$ cat src/rtl/i2c_am_pkg.sv
package i2c_am_pkg;

    typedef enum logic [1:0] {
        PH_DONE  = 2'd0,
        PH_FIRST = 2'd1,
        PH_LOW   = 2'd2
    } am_phase_e;

    localparam logic [4:0] TEN_HDR   = 5'b11110;
    localparam logic [6:0] DEVID_7   = 7'b1111100;
    localparam logic [6:0] SMBHOST_7 = 7'b0001000;
    localparam int         SLOT_W    = 10;

endpackage

$ cat src/rtl/am_slot_cmp.sv
module am_slot_cmp
    import i2c_am_pkg::*;
(
    input  logic              en,
    input  logic              ten,
    input  logic [SLOT_W-1:0] addr,
    input  logic [7:0]        rx_byte,
    output logic              hit7,
    output logic              hdr_hit,
    output logic              low_hit
);
    always_comb begin
        hit7    = en && !ten && (rx_byte[7:1] == addr[6:0]);
        hdr_hit = en && ten && (rx_byte[7:3] == TEN_HDR) && (rx_byte[2:1] == addr[9:8]);
        low_hit = en && ten && (rx_byte == addr[7:0]);
    end
endmodule

$ cat src/rtl/am_rsvd_det.sv
module am_rsvd_det
    import i2c_am_pkg::*;
(
    input  logic [7:0] rx_byte,
    input  logic       gc_en,
    input  logic       devid_en,
    input  logic       host_en,
    output logic       gc_hit,
    output logic       dev_hit,
    output logic       host_hit
);
    always_comb begin
        gc_hit   = gc_en && (rx_byte == 8'h00);
        dev_hit  = devid_en && (rx_byte[7:1] == DEVID_7);
        host_hit = host_en && (rx_byte == {SMBHOST_7, 1'b0});
    end
endmodule

$ cat src/rtl/am_prio.sv
module am_prio #(
    parameter int N     = 3,
    parameter int IDX_W = 3
) (
    input  logic [N-1:0]     req,
    output logic             found,
    output logic [IDX_W-1:0] idx
);
    always_comb begin
        found = |req;
        idx   = '0;
        for (int i = N - 1; i >= 0; i--) begin
            if (req[i]) idx = IDX_W'(i);
        end
    end
endmodule

$ cat src/rtl/i2c_addr_matcher.sv
module i2c_addr_matcher
    import i2c_am_pkg::*;
#(
    parameter int NUM_SLOTS = 3,
    localparam int IDX_W    = $clog2(NUM_SLOTS + 4)
) (
    input  logic                        clk,
    input  logic                        rst_n,
    input  logic                        start_det,
    input  logic                        byte_vld,
    input  logic [7:0]                  byte_data,
    input  logic [NUM_SLOTS-1:0]        slot_en,
    input  logic [NUM_SLOTS-1:0]        slot_ten,
    input  logic [NUM_SLOTS*SLOT_W-1:0] slot_addr,
    input  logic                        gc_en,
    input  logic                        devid_en,
    input  logic                        host_en,
    output logic                        match_valid,
    output logic [IDX_W-1:0]            match_idx,
    output logic                        match_rd,
    output logic                        ack_req
);
    localparam logic [IDX_W-1:0] CODE_GC   = IDX_W'(NUM_SLOTS);
    localparam logic [IDX_W-1:0] CODE_DEV  = IDX_W'(NUM_SLOTS + 1);
    localparam logic [IDX_W-1:0] CODE_HOST = IDX_W'(NUM_SLOTS + 2);
    localparam logic [IDX_W-1:0] CODE_NONE = '1;

    typedef struct packed {
        am_phase_e              phase;
        logic                   match;
        logic [IDX_W-1:0]       idx;
        logic                   rd;
        logic                   ack;
        logic [NUM_SLOTS-1:0]   cand;
        logic                   mem_v;
        logic [IDX_W-1:0]       mem_idx;
    } am_state_t;

    am_state_t st_d, st_q;

    logic [NUM_SLOTS-1:0] hit7_v, hdr_v, low_v, resume_v, first_v, second_v;
    logic gc_hit, dev_hit, host_hit;
    logic first_any, second_any;
    logic [IDX_W-1:0] first_idx, second_idx;

    for (genvar g = 0; g < NUM_SLOTS; g++) begin : g_slot
        am_slot_cmp u_cmp (
            .en      (slot_en[g]),
            .ten     (slot_ten[g]),
            .addr    (slot_addr[g*SLOT_W +: SLOT_W]),
            .rx_byte (byte_data),
            .hit7    (hit7_v[g]),
            .hdr_hit (hdr_v[g]),
            .low_hit (low_v[g])
        );
        assign resume_v[g] = hdr_v[g] && byte_data[0] && st_q.mem_v
                             && (st_q.mem_idx == IDX_W'(g));
    end

    assign first_v  = hit7_v | resume_v;
    assign second_v = low_v & st_q.cand;

    am_rsvd_det u_rsvd (
        .rx_byte  (byte_data),
        .gc_en    (gc_en),
        .devid_en (devid_en),
        .host_en  (host_en),
        .gc_hit   (gc_hit),
        .dev_hit  (dev_hit),
        .host_hit (host_hit)
    );

    am_prio #(.N(NUM_SLOTS), .IDX_W(IDX_W)) u_prio_first (
        .req   (first_v),
        .found (first_any),
        .idx   (first_idx)
    );

    am_prio #(.N(NUM_SLOTS), .IDX_W(IDX_W)) u_prio_second (
        .req   (second_v),
        .found (second_any),
        .idx   (second_idx)
    );

    always_comb begin
        st_d     = st_q;
        st_d.ack = 1'b0;
        if (start_det) begin
            st_d.phase = PH_FIRST;
            st_d.match = 1'b0;
            st_d.idx   = CODE_NONE;
            st_d.rd    = 1'b0;
            st_d.cand  = '0;
        end else if (byte_vld) begin
            unique case (st_q.phase)
                PH_FIRST: begin
                    st_d.phase = PH_DONE;
                    st_d.mem_v = 1'b0;
                    st_d.cand  = '0;
                    if (first_any) begin
                        st_d.match = 1'b1;
                        st_d.idx   = first_idx;
                        st_d.rd    = byte_data[0];
                        st_d.ack   = 1'b1;
                        st_d.mem_v = |(resume_v & first_v & ~(first_v - 1'b1));
                    end else if (gc_hit) begin
                        st_d.match = 1'b1;
                        st_d.idx   = CODE_GC;
                        st_d.rd    = 1'b0;
                        st_d.ack   = 1'b1;
                    end else if (dev_hit) begin
                        st_d.match = 1'b1;
                        st_d.idx   = CODE_DEV;
                        st_d.rd    = byte_data[0];
                        st_d.ack   = 1'b1;
                    end else if (host_hit) begin
                        st_d.match = 1'b1;
                        st_d.idx   = CODE_HOST;
                        st_d.rd    = 1'b0;
                        st_d.ack   = 1'b1;
                    end else if (!byte_data[0] && (|hdr_v)) begin
                        st_d.phase = PH_LOW;
                        st_d.cand  = hdr_v;
                        st_d.ack   = 1'b1;
                    end
                end
                PH_LOW: begin
                    st_d.phase = PH_DONE;
                    st_d.cand  = '0;
                    if (second_any) begin
                        st_d.match   = 1'b1;
                        st_d.idx     = second_idx;
                        st_d.rd      = 1'b0;
                        st_d.ack     = 1'b1;
                        st_d.mem_v   = 1'b1;
                        st_d.mem_idx = second_idx;
                    end
                end
                default: ;
            endcase
        end
    end

    always_ff @(posedge clk or negedge rst_n) begin
        if (!rst_n) begin
            st_q.phase   <= PH_DONE;
            st_q.match   <= 1'b0;
            st_q.idx     <= CODE_NONE;
            st_q.rd      <= 1'b0;
            st_q.ack     <= 1'b0;
            st_q.cand    <= '0;
            st_q.mem_v   <= 1'b0;
            st_q.mem_idx <= '0;
        end else begin
            st_q <= st_d;
        end
    end

    assign match_valid = st_q.match;
    assign match_idx   = st_q.idx;
    assign match_rd    = st_q.rd;
    assign ack_req     = st_q.ack;


    ack_after_byte_chk: assert property (@(posedge clk) disable iff (!rst_n)
        ack_req |-> ($past(byte_vld) && !$past(start_det)));


    clear_on_start_chk: assert property (@(posedge clk) disable iff (!rst_n)
        start_det |=> (!match_valid && match_idx == CODE_NONE && !match_rd));


    match_acked_chk: assert property (@(posedge clk) disable iff (!rst_n)
        $rose(match_valid) |-> ack_req);


    gc_write_chk: assert property (@(posedge clk) disable iff (!rst_n)
        (match_valid && match_idx == CODE_GC) |-> !match_rd);


    hold_until_start_chk: assert property (@(posedge clk) disable iff (!rst_n)
        (match_valid && !start_det) |=> (match_valid && $stable(match_idx) && $stable(match_rd)));

endmodule

$ cat config.mk
export PLATFORM = sky130hd
export DESIGN_NAME = i2c_addr_matcher
export DESIGN_NICKNAME = d
export VERILOG_FILES = /design/src/rtl/i2c_am_pkg.sv /design/src/rtl/am_slot_cmp.sv /design/src/rtl/am_rsvd_det.sv /design/src/rtl/am_prio.sv /design/src/rtl/i2c_addr_matcher.sv
export SDC_FILE = /design/constraint.sdc
export NUM_CORES = 1
export LEC_CHECK = 0
export ABC_AREA = 1
export CAP_MARGIN = 5
export CORE_MARGIN = 1.5
export CORE_UTILIZATION = 30
export DETAILED_ROUTE_END_ITERATION = 7
export GPL_ROUTABILITY_DRIVEN = 0
export MAX_ROUTING_LAYER = met4
export PLACE_DENSITY = 0.54
export SETUP_SLACK_MARGIN = 0.05
export SLEW_MARGIN = 20
export SYNTH_ARGS = -nofsm -noshare
export SYNTH_HDL_FRONTEND = slang
export SYNTH_SLANG_ARGS = --single-unit
$ cat constraint.sdc
create_clock -name clk -period 4.5 [get_ports clk]
set_input_delay 0.45 -clock clk [delete_from_list [all_inputs] [get_ports clk]]
set_output_delay 0.45 -clock clk [all_outputs]
set_load 0.05 [all_outputs]
==> Yosys cells after proc, flatten, opt, wreduce, memory -nomap -nowiden <==
Cells that the tools add are included.
{ "classes": {"n_reduce_logical": 48, "muxes": 30, "eq_ne": 19, "n_addsub": 1, "bitwise_logic": 6} }
{ "ops": {"columns": ["cell", "n"], "rows": [
  ["1-bit logical AND", 31],
  ["8-bit == test", 3],
  ["6-bit 2-to-1 mux", 4],
  ["12-bit case mux with 2 select lines", 1],
  ["2-bit 2-to-1 mux", 11],
  ["7-bit == test", 3],
  ["3-bit 2-to-1 mux", 6],
  ["15-bit 2-to-1 mux", 1],
  ["4-bit AND reduction", 3],
  ["3-bit OR reduction", 4],
  ["3-bit AND", 3],
  ["8-bit by 5-bit == test with 1-bit output (second input constant)", 1],
  ["8-bit logical NOT", 1],
  ["4-bit 2-to-1 mux", 2],
  ["7-bit == test (second input constant)", 1],
  ["7-bit 2-to-1 mux", 1],
  ["2-bit == test", 3],
  ["6-bit != test (second input constant)", 1],
  ["5-bit == test (second input constant)", 1],
  ["5-bit 2-to-1 mux", 1],
  ["1-bit logical NOT", 4],
  ["2-bit nonzero test", 2],
  ["3-bit by 1-bit == test with 1-bit output (second input constant)", 1],
  ["3-bit by 2-bit == test with 1-bit output (second input constant)", 1],
  ["other kinds (12)", 14]
]} }
{ "totals": {"output_inout_bits": 6, "wordCells": 112, "inputBits": 51, "reg_bits": 15} }

==> Depth between registers and ports, before layout <==
{ "logic_depth": {"word_depth": 15, "mapped_depth": 19, "ltp_nobuf": 18} }

==> Modules after synthesis <==
From an unflattened synthesis, not the netlist that was laid out.
{ "unflattened": {"hier_cells": 385, "area_unflattened_um2": 2035.7} }
{ "modules_own_cells": {"columns": ["module", "cells_per_inst", "seq_area_each_um2", "area_each_um2", "instances"], "rows": [
  ["i2c_addr_matcher", 136, 379.1, 947.2, 1],
  ["am_slot_cmp", 71, 0.0, 309.0, 3],
  ["am_prio", 9, 0.0, 42.5, 2],
  ["am_rsvd_det", 18, 0.0, 76.3, 1]
]} }

==> Least setup slack after synthesis <==
OpenSTA, ideal clock, no wires.
{ "synth_timing": {"kind": "input port to flip-flop", "startpoint": "input port byte_data[7]", "endpoint": "register st_q (netlist bit match_rd)", "setup_slack_ps": 2449, "arrival_time_ps": 1929, "setup_ps": 122, "t_required_ps": 4378, "stages": 17, "path_buffers": 1, "path_cell_list": "buf_4 > nand2_1 > nor2_4 > nand2_2 > clkinv_2 > nand2_1 > nor2_1 > inv_1 > nand2_1 > inv_1 > ha_1 > nand3_2 > inv_2 > nand3_2 > nand3_2 > nand2_1 > o21ai_1"} }
{ "synth_via": {"elab_chain_cells": 12, "elab_cells_between_ends": 47, "classes_between": "11 x eq/ne; 6 x mux; 2 x bitwise; 28 x reduce/logical"} }
{ "synth_lines": {"columns": ["element", "line_no", "text"], "rows": [
  ["start, declared", "i2c_addr_matcher.sv:11", "input logic [7:0] byte_data,"],
  ["5-bit == test", "am_slot_cmp.sv:14", "hdr_hit = en && ten && (rx_byte[7:3] == TEN_HDR) && (rx_byte[2:1] == addr[9:8]);"],
  ["1-bit logical AND (2 in series)", "am_slot_cmp.sv:14", null],
  ["1-bit logical AND (2 in series)", "i2c_addr_matcher.sv:56", "assign resume_v[g] = hdr_v[g] && byte_data[0] && st_q.mem_v"],
  ["1-bit logical AND", "i2c_addr_matcher.sv:57", "&& (st_q.mem_idx == IDX_W'(g));"],
  ["3-bit bitwise OR", "i2c_addr_matcher.sv:60", "assign first_v = hit7_v | resume_v;"],
  ["3-bit OR reduction", "am_prio.sv:10", "found = |req;"],
  ["6-bit 2-to-1 mux", "i2c_addr_matcher.sv:100", "if (first_any) begin"],
  ["12-bit case mux with 2 select lines", "i2c_addr_matcher.sv:95", "unique case (st_q.phase)"],
  ["15-bit 2-to-1 mux", "i2c_addr_matcher.sv:94", "end else if (byte_vld) begin"],
  ["7-bit 2-to-1 mux", "i2c_addr_matcher.sv:88", "if (start_det) begin"],
  ["end signal, assigned", "i2c_addr_matcher.sv:155", "st_q <= st_d;"],
  ["end, declared", "i2c_addr_matcher.sv:39", "am_state_t st_d, st_q;"]
]} }
Parallel ways exist; a longest one is shown, timed or not. The select of a mux whose other input is x is not followed.
A chain may end at the register's enable or synchronous reset.

==> Worst setup path after layout <==
{ "layout_timing": {"startpoint": "input port byte_data[2]", "endpoint": "register st_q (netlist bit match_rd)"} }
{ "layout_via": {"elab_chain_cells": 11, "elab_cells_between_ends": 46, "classes_between": "13 x eq/ne; 6 x mux; 2 x bitwise; 25 x reduce/logical"} }
{ "layout_lines": {"columns": ["element", "line_no"], "rows": [
  ["2-bit == test", "am_slot_cmp.sv:14"],
  ["1-bit logical AND", "am_slot_cmp.sv:14"],
  ["1-bit logical AND (2 in series)", "i2c_addr_matcher.sv:56"],
  ["1-bit logical AND", "i2c_addr_matcher.sv:57"],
  ["3-bit bitwise OR", "i2c_addr_matcher.sv:60"],
  ["3-bit OR reduction", "am_prio.sv:10"],
  ["6-bit 2-to-1 mux", "i2c_addr_matcher.sv:100"],
  ["12-bit case mux with 2 select lines", "i2c_addr_matcher.sv:95"],
  ["15-bit 2-to-1 mux", "i2c_addr_matcher.sv:94"],
  ["7-bit 2-to-1 mux", "i2c_addr_matcher.sv:88"]
]} }
Parallel ways exist; a longest one is shown, timed or not. The select of a mux whose other input is x is not followed.

==> impl_metrics.json <==
{
  "whs_path_depth": 2,
  "reg2reg_depth": 9,
  "dpl_cell_area_mm2": 0.002869,
  "yosysUniqueCellTypes": 31,
  "synth_top_area_frac": 0.2788,
  "grt_pass1_wl_um": 12170,
  "placeableCoreArea_mm2": 0.007253,
  "first_global_vias": 2516,
  "routed_wl_um": 7637,
  "io_buffers": 56,
  "cp_num_cells": 17,
  "setup_viol": 0,
  "cts_tree": "done",
  "grt_usage": 0.2035,
  "route.met2.wl_um": 3305,
  "cts_buffers": 3,
  "ir_drop_v": 0.00007554,
  "die_y_um": 89.57,
  "h-tree-depth": 1,
  "yosysSeqAreaShare": 0.1575,
  "slew_headroom": 0.5441,
  "r2r_slack_ns": 2.53,
  "seq_area_um2": 354.1,
  "startpoint_type": "input port",
  "p_total_mw": 0.4764,
  "critPathBufInv": 5,
  "m1WireLength_um": 3664,
  "wl_met3_um": 521,
  "cts-root-buf": "clkbuf_8",
  "drt_iter0_markers": 148,
  "endpoint_kind": "register",
  "fin_area_mm2": 0.002924,
  "crit_family": "buffers and inverters",
  "gr-total-overflow": 0,
  "synth.area.top_cells": "nand2_1 (28%), dfrtp_1 (12%), inv_1 (11%), nor2_1 (9.3%), nand3_1 (5.6%)",
  "clkSinkCount": 14,
  "initial_core_util": 0.3100,
  "worstPathArrival_ns": 3.45,
  "status": "completed",
  "grt_max_degree": 15,
  "post-route-drc-count": 0,
  "tightest_slew_ns": 0.6817,
  "path_max_fanout": 12,
  "crit_type": "in -> reg",
  "synth_fp_nets": 479,
  "post_cts_buffers": 0,
  "clk_pin_slew_ns": 0.06,
  "highest_layer": "met4",
  "via_per_inst": 4.748,
  "yosysTopAreaCell": "nand2_1",
  "cts_max_path_buffers": 2,
  "ctsHoldBuffers": 0,
  "path_common_cell": "nand2_1",
  "slowest_stage": "clkdlybuf4s50_1",
  "timing.final.crit_period_ns": 3.314,
  "power.leakage_nw": 1.517,
  "fin_hold_ws_ns": 0.4790,
  "maxCapViolations": 0,
  "die_area_mm2": 0.008023,
  "cts_resized": 0,
  "max_freq_mhz": 301.8,
  "slowest_delay_ns": 0.90,
  "die_x_um": 89.57,
  "antennaDiodeCount": 0,
  "syn2layout_area_growth_pct": 30.05,
  "placedCellCount": 571,
  "drv_slew": 0,
  "ys_warn_count": 0,
  "avgSynthCellArea_um2": 5.315,
  "clock_latency_ns": 0.25,
  "cp.required_ns": 4.64,
  "final_cells": 575,
  "synth_area_mm2": 0.002248,
  "dr.pass1.iters": 5,
  "finalHoldViolations": 0,
  "dp_hpwl_um": 6163,
  "grt_setup_unrepaired": "false",
  "synth_seq_cells": 14,
  "nets": 533,
  "period_share": 0.7364,
  "clock_skew_ns": 0.005380,
  "drive_above_1_share": 0.07773,
  "num_rows": 31,
  "cp_cell_sequence": "clkdlybuf4s50_1, inv_1, nand2_1, nand3_1, nor2_1, nand2_1, nor2_1, inv_1, nand2_1, inv_1, ha_1, nand3_2, inv_2, nand3_2, nand3_2, nand2_1, o21ai_1",
  "fillers": 825,
  "hold_path.class": "reg -> reg",
  "setup_tns_ns": 0,
  "antenna_found_initial": 0,
  "powerDensity_mw_per_mm2": 162.9,
  "synthCells": 423,
  "io_pins": 57,
  "avgRoutedWirePerCell_um": 13.28,
  "ant_nets": 0,
  "vias": 2730,
  "multiInputGateArea_mm2": 0.001539
}
==> routing by layer <==
layer | up-vias | track usage
met5 | - | -
met4 | 0 | 0.04755
met3 | 16 | 0.02559
met2 | 101 | 0.3195
met1 | 1206 | 0.2786
li1 | 1407 | -
==> final timing paths <==
path / from / to
setup / recovery: byte_data[2] / match_rd
hold / removal: match_idx[2] / match_idx[2]
setup reg to reg: st_q[13] / match_rd
hold reg to reg: match_idx[2] / match_idx[2]
max in group asynchronous: rst_n / st_q[0]
min in group asynchronous: rst_n / st_q[13]
==> synth_stat cells <==
cell	count
a21o_1	1
a21oi_1	6
buf_4	7
buf_6	3
clkinv_2	1
dfrtp_1	11
dfstp_2	3
ha_1	5
inv_1	63
inv_2	4
inv_4	2
nand2_1	167
nand2_2	5
nand2_4	1
nand3_1	25
nand3_2	5
nand3b_1	3
nand4_1	13
nand4_2	1
nor2_1	56
nor2_2	4
nor2_4	3
nor3_1	5
nor3_2	1
nor4_1	1
o2111ai_1	1
o21ai_0	12
o21ai_1	5
o22ai_1	2
xnor2_1	2
xor2_1	5
==> area by class of cell <==
type / count / area share
tap: 99 / 0.04236
timing repair buffer: 59 / 0.1994
clock buffer: 4 / 0.01883
inverter: 70 / 0.09200
multi-input combinational: 329 / 0.5263
sequential: 14 / 0.1211
==> cells by family after synthesis <==
kind of cell / share of synthesized area
AND/OR/NAND/NOR: 0.5654
buffers and inverters: 0.1580
AO/OA/AOI/OAI: 0.06400
flip-flops: 0.1575
XOR/XNOR: 0.02727
adder cells (fa/ha/maj): 0.02782
==> power by group <==
group          switching [mW]  leakage (nW)  internal [mW]  total (mW)
Sequential            0.00355         0.174          0.134       0.138
Combinational           0.124          1.31         0.0869       0.211
Clock                  0.0501        0.0288         0.0777       0.128
Total                   0.178          1.52          0.299       0.476
==> registers in the layout, indices dropped and copies added, names as in the netlist <==
name / count
match_valid: 1
st_q: 8
match_idx: 3
ack_req: 1
match_rd: 1
==> cells in the final DEF, fill, tap and decap left out, types with 4 or more instances in the layout <==
cell,count
inv_2,4
nor2_2,4
clkbuf_8,4
a21oi_1,6
nor3_1,5
dfrtp_1,11
nand3_1,25
ha_1,5
nand2_1,167
nor2_1,56
xor2_1,5
nand3_2,5
inv_1,63
nand2_2,5
clkdlybuf4s50_1,56
o21ai_0,12
o21ai_1,5
nand4_1,13
==> stage by stage <==
step | setup WS, ns | utilization
3_5_place_dp | 0.9164 | 0.3955
2_1_floorplan | 2.449 | -
5_1_grt | 0.8882 | 0.4031
3_3_place_gp | 0.9955 | 0.3955
6_report | 1.186 | 0.4031
4_1_cts | 1.169 | 0.4031
==> worst reg2reg max path, stage by stage (launching register included) <==
cell	delay (ns)
dfrtp_1	0.38
inv_1	0.08
ha_1	0.30
inv_1	0.14
a21oi_1	0.35
nor2_1	0.11
inv_1	0.16
nand3_2	0.16
nand2_1	0.10
o21ai_1	0.06
Power figures use the tool's default switching activity.
